[config.mk]
export PLATFORM = sky130hd
export DESIGN_NAME = lcd_pixclk_gen
export DESIGN_NICKNAME = d
export VERILOG_FILES = /design/src/rtl/lcd_pixclk_gen.sv
export SDC_FILE = /design/constraint.sdc
export NUM_CORES = 1
export LEC_CHECK = 0
export ABC_AREA = 1
export BUFFER_PORTS_ARGS = -buffer_cell sky130_fd_sc_hd__buf_4
export CORE_AREA = 2 2 53 55
export DETAILED_ROUTE_END_ITERATION = 8
export DIE_AREA = 0 0 55 57
export HOLD_SLACK_MARGIN = 0.05
export PLACE_DENSITY = 0.64
export SETUP_SLACK_MARGIN = 0.1
export SYNTH_ARGS = -nofsm -noshare
export SYNTH_HDL_FRONTEND = slang
export SYNTH_SLANG_ARGS = --single-unit
[constraint.sdc]
create_clock -name clk -period 2.1 [get_ports clk]
set_input_delay 0.315 -clock clk [delete_from_list [all_inputs] [get_ports clk]]
set_output_delay 0.315 -clock clk [all_outputs]
set_load 0.05 [all_outputs]
[src/rtl/lcd_pixclk_gen.sv]
module lcd_pixclk_gen #(
  parameter int DIV_W = 8,
  localparam int CNT_W = DIV_W + 1
) (
  input  logic             clk,
  input  logic             rst_n,
  input  logic             en,
  input  logic [DIV_W-1:0] pcd,
  input  logic             edge_sel,
  output logic             pix_clk,
  output logic             launch
);

  logic [DIV_W-1:0] cfg_div;
  logic             cfg_pol;
  logic [CNT_W-1:0] cnt;
  logic [CNT_W-1:0] half_m1;
  logic             wrap;

  assign half_m1 = CNT_W'(cfg_div) + CNT_W'(1);
  assign wrap    = (cnt == half_m1);

  always_ff @(posedge clk) begin
    if (!rst_n) begin
      cfg_div <= DIV_W'(1);
      cfg_pol <= 1'b0;
      cnt     <= '0;
      pix_clk <= 1'b0;
      launch  <= 1'b0;
    end else if (!en) begin
      cfg_div <= (pcd == '0) ? DIV_W'(1) : pcd;
      cfg_pol <= edge_sel;
      cnt     <= '0;
      pix_clk <= 1'b0;
      launch  <= 1'b0;
    end else if (wrap) begin
      cnt     <= '0;
      pix_clk <= ~pix_clk;
      launch  <= (pix_clk == cfg_pol);
    end else begin
      cnt     <= cnt + CNT_W'(1);
      launch  <= 1'b0;
    end
  end

endmodule

==> Flow_metrics.wiki <==
{| class="wikitable"
! Metric !! Value
|-
| Post-synthesis to final-layout area growth || 12.2%
|-
| Kind of path behind the tightest hold check || in -> reg
|-
| Height of the die || 57 µm
|-
| DR vias || 1152
|-
| Cell with the most instances on the worst path || sky130_fd_sc_hd__nand3_1
|-
| Clock sinks || 20
|-
| CP top delay family || simple AND/OR/NAND/NOR gates
|-
| R2r setup slk || around 400 ps
|-
| GRT Residual Overflow || 0
|-
| Remaining DRCs || 0
|-
| Wirelength, routed || around 2500 µm
|-
| Layout cell share with drive strength beyond 1 || 11.7%
|-
| Startpoint of the worst-slack reg-to-reg timing path || cfg_div[1]
|-
| Clock slew seen by the registers of the worst setup and hold paths || between 100 and 150 ps
|-
| Count of hold buffers inserted by post-cts repair || 0
|-
| Cell count after synthesis || around 180
|-
| Endpoints failing hold || 0
|-
| Wire length of the first global-routing pass || around 4600 µm
|-
| Max incr delay on CP || between 300 and 400 ps
|-
| Clk Latency, worst-skew pair || 300 ps
|-
| Antenna-violating nets left || 0
|-
| Average wire length per cell after detail routing || 11.1 µm
|-
| Total stage count of the critical path || 8
|-
| Top Ports || 14
|-
| Final Wtd Congestion || 0.846
|-
| Static Leakage || just over 0.6 nW
|-
| Cell area after synthesis || approximately 1200 µm²
|-
| Pin count of the biggest net entering global routing || 14
|-
| RSZ-0062 raised after global routing || no
|-
| Max cap viols || 0
|-
| Length in cells of the worst reg-to-reg path || 8
|-
| Longest Clk Path Bufs || 2
|-
| Maximum clock frequency || 588 MHz
|-
| Final Net Count || between 200 and 250
|-
| Sequential cell area in the final layout || around 400 µm²
|-
| Sequential element share of the synthesized area || ~33%
|-
| Clock tree from TritonCTS || yes
|-
| Worst reg2reg endpoint || cnt[7]
|-
| Synthesized netlist net count || between 150 and 200
|-
| Placed inst area || around 1300 µm²
|-
| Clock Skew || approximately 6.7 ps
|-
| Status || completed
|-
| Power per cell area || 530 nW/µm²
|-
| Number of CTS-inserted buffers || 3
|-
| Number of flip-flops and latches in the synthesized netlist || 20
|-
| Number of global-route vias before repair || between 1000 and 1500
|-
| Syn. warnings || 0
|-
| Number of buffers inserted by port buffering || 13
|-
| Number of H-tree levels || 1
|-
| Count of different cell masters after synthesis || 24
|-
| Initial Util || 45.7%
|-
| CP cell instances || ha_1 > nand3_1 > o21ai_0 > nand3_1 > nand2_1 > nand4_2 > nand2_4 > nor2_1
|-
| Number of buffers and inverters on the critical path || 0
|-
| Number of antenna diodes || 0
|-
| Number of buffers inserted by post-CTS setup repair || 0
|-
| Syn avg cell area || around 6.5 µm²
|-
| CP max-delay cell || sky130_fd_sc_hd__dfxtp_1
|-
| Total number of placement rows || 19
|-
| Crit share post-route || between 80% and 90%
|-
| Post-layout minimum cycle time || 1700 ps
|-
| Initial antenna violation count || 0
|-
| Pins over their slew limit || 0
|-
| Overall global routing resource usage || 19.7%
|-
| Worst slew margin relative to its limit || between 80% and 90%
|-
| Arrival time at the worst endpoint || roughly 1900 ps
|-
| Data required time at the worst endpoint || 2300 ps
|-
| Most common cell after layout, fill and taps aside || sky130_fd_sc_hd__nand2_1
|-
| Hpwl dp || around 2100 µm
|-
| X dimension of the die || ~55 µm
|-
| Filler Cells Inserted || approximately 260
|-
| Start-to-end type of the worst setup path || reg -> reg
|-
| Final count of negative-setup-slack endpoints || 0
|-
| Clk root buf || sky130_fd_sc_hd__clkbuf_4
|-
| Destination of the critical timing path || cnt[7]
|-
| Core Area || roughly 2600 µm²
|-
| Startpoint of the worst setup timing path || cfg_div[1]
|-
| Area of combinational cells with multiple inputs || between 600 and 700 µm²
|-
| CP endpoint kind || flip-flop
|-
| Top library cells by usage in the layout, fill and taps aside || sky130_fd_sc_hd__nand2_1, sky130_fd_sc_hd__nor2_1, sky130_fd_sc_hd__inv_1, sky130_fd_sc_hd__nand3_1, sky130_fd_sc_hd__dfxtp_1
|-
| Post-cts gate resize count || 0
|-
| Final cell area excluding filler cells || between 1000 and 1500 µm²
|-
| Number of design-rule violations left by the first detailed-router iteration || 42
|-
| Via/cell ratio || between 5 and 6
|-
| Max Fanout on Critical Path || 9
|-
| CP startpoint kind || flip-flop
|-
| Number of iterations in the first detailed-routing pass || 4
|-
| Die outline area || 3140 µm²
|-
| Worst-Margin Slew || 295 ps
|-
| Maximum VDD drop || between 0.3 and 0.4 mV
|-
| Final sum of negative setup slack || 0 ps
|}
==> area by class of cell <==
cell class,instances,share of cell area (%)
multi-input cells,136,51.6
flip-flops and latches,20,29.8
repair buffers,13,7.27
inverters,24,6.71
well taps,31,2.89
clock buffers,3,1.68
==> layer usage <==
layer | track usage [%] | up-vias | part of all wire [%]
li1 | - | 607 | -
met1 | 24.8 | 511 | 46
met2 | 31.6 | 29 | 49
met3 | 2.62 | 5 | 3.4
met4 | 11.1 | 0 | 2.0
met5 | 0 | - | 0
==> stage by stage <==
step / cells / power (mW) / util (%) / hold WS [ps] / worst slack, ps
after floorplan: 183 / 0.501 / - / 441 / 652
after global placement: 224 / 0.536 / 50.5 / 468 / 511
after detailed placement: 224 / 0.539 / 50.5 / 475 / 435
after CTS: 227 / 0.719 / 51.3 / 229 / 409
after global routing: 227 / 0.757 / 51.3 / 232 / 280
final: 227 / 0.712 / 51.3 / 245 / 398
==> state kept, by name, summed over array words and instances, names as in the netlist <==
| register | cells |
|---|---|
| cnt | 9 |
| cfg_div | 8 |
| cfg_pol | 1 |
| launch | 1 |
| pix_clk | 1 |
==> synthesized netlist by cell type (all sizes together) <==
cell     number  area (µm²)
o21bai        1        7.51
nand3        20         100
nand2        50         198
xor2          7        61.3
nor4          1        6.26
nor2         28         123
nand4         4        31.3
xnor2         4        35.0
inv          24        90.1
a21oi         5        25.0
nand3b        1        7.51
dfxtp        20         400
o21ai         9        45.0
o2111ai       1        8.76
ha            2        25.0
nor3          3        20.0
clkbuf        3        12.5
==> power by group <==
group | leakage [nW] | total (mW) | internal, mW | switching [mW]
Clock | 0.0138 | 0.181 | 0.0670 | 0.114
Combinational | 0.429 | 0.121 | 0.0492 | 0.0718
Sequential | 0.164 | 0.411 | 0.394 | 0.0166
==> logic make-up (layout without fill, tap and decap cells) <==
family | after synthesis | after routing | share of synthesized area (%)
DFF | 20 | 20 | 33.5
xor gates and xnor gates | 11 | 11 | 8.05
adders and majority gates | 2 | 2 | 2.09
AOI/OAI and AO/OA | 16 | 16 | 7.22
and+or+nand+nor | 107 | 107 | 40.6
buffers and inverters | 27 | 40 | 8.58
==> how the worst min path moves through the flow <==
stage               cells past startpoint  slack (ps)         end    from
CTS                                     3         230  cfg_div[0]  pcd[0]
floorplan                               1         440      cnt[0]  cnt[0]
finish                                  3         250  cfg_div[0]  pcd[0]
global placement                        1         470      cnt[0]  cnt[0]
detailed placement                      1         480      cnt[0]  cnt[0]
global route                            3         230  cfg_div[0]  pcd[0]
==> worst min-delay path, delay by kind of cell <==
kind | cells | cell delay [ps]
AOI/OAI and AO/OA | 1 | 80
and+or+nand+nor | 1 | 50
buffers and inverters | 1 | 80
No activity file was read; power rests on OpenSTA's default activity.
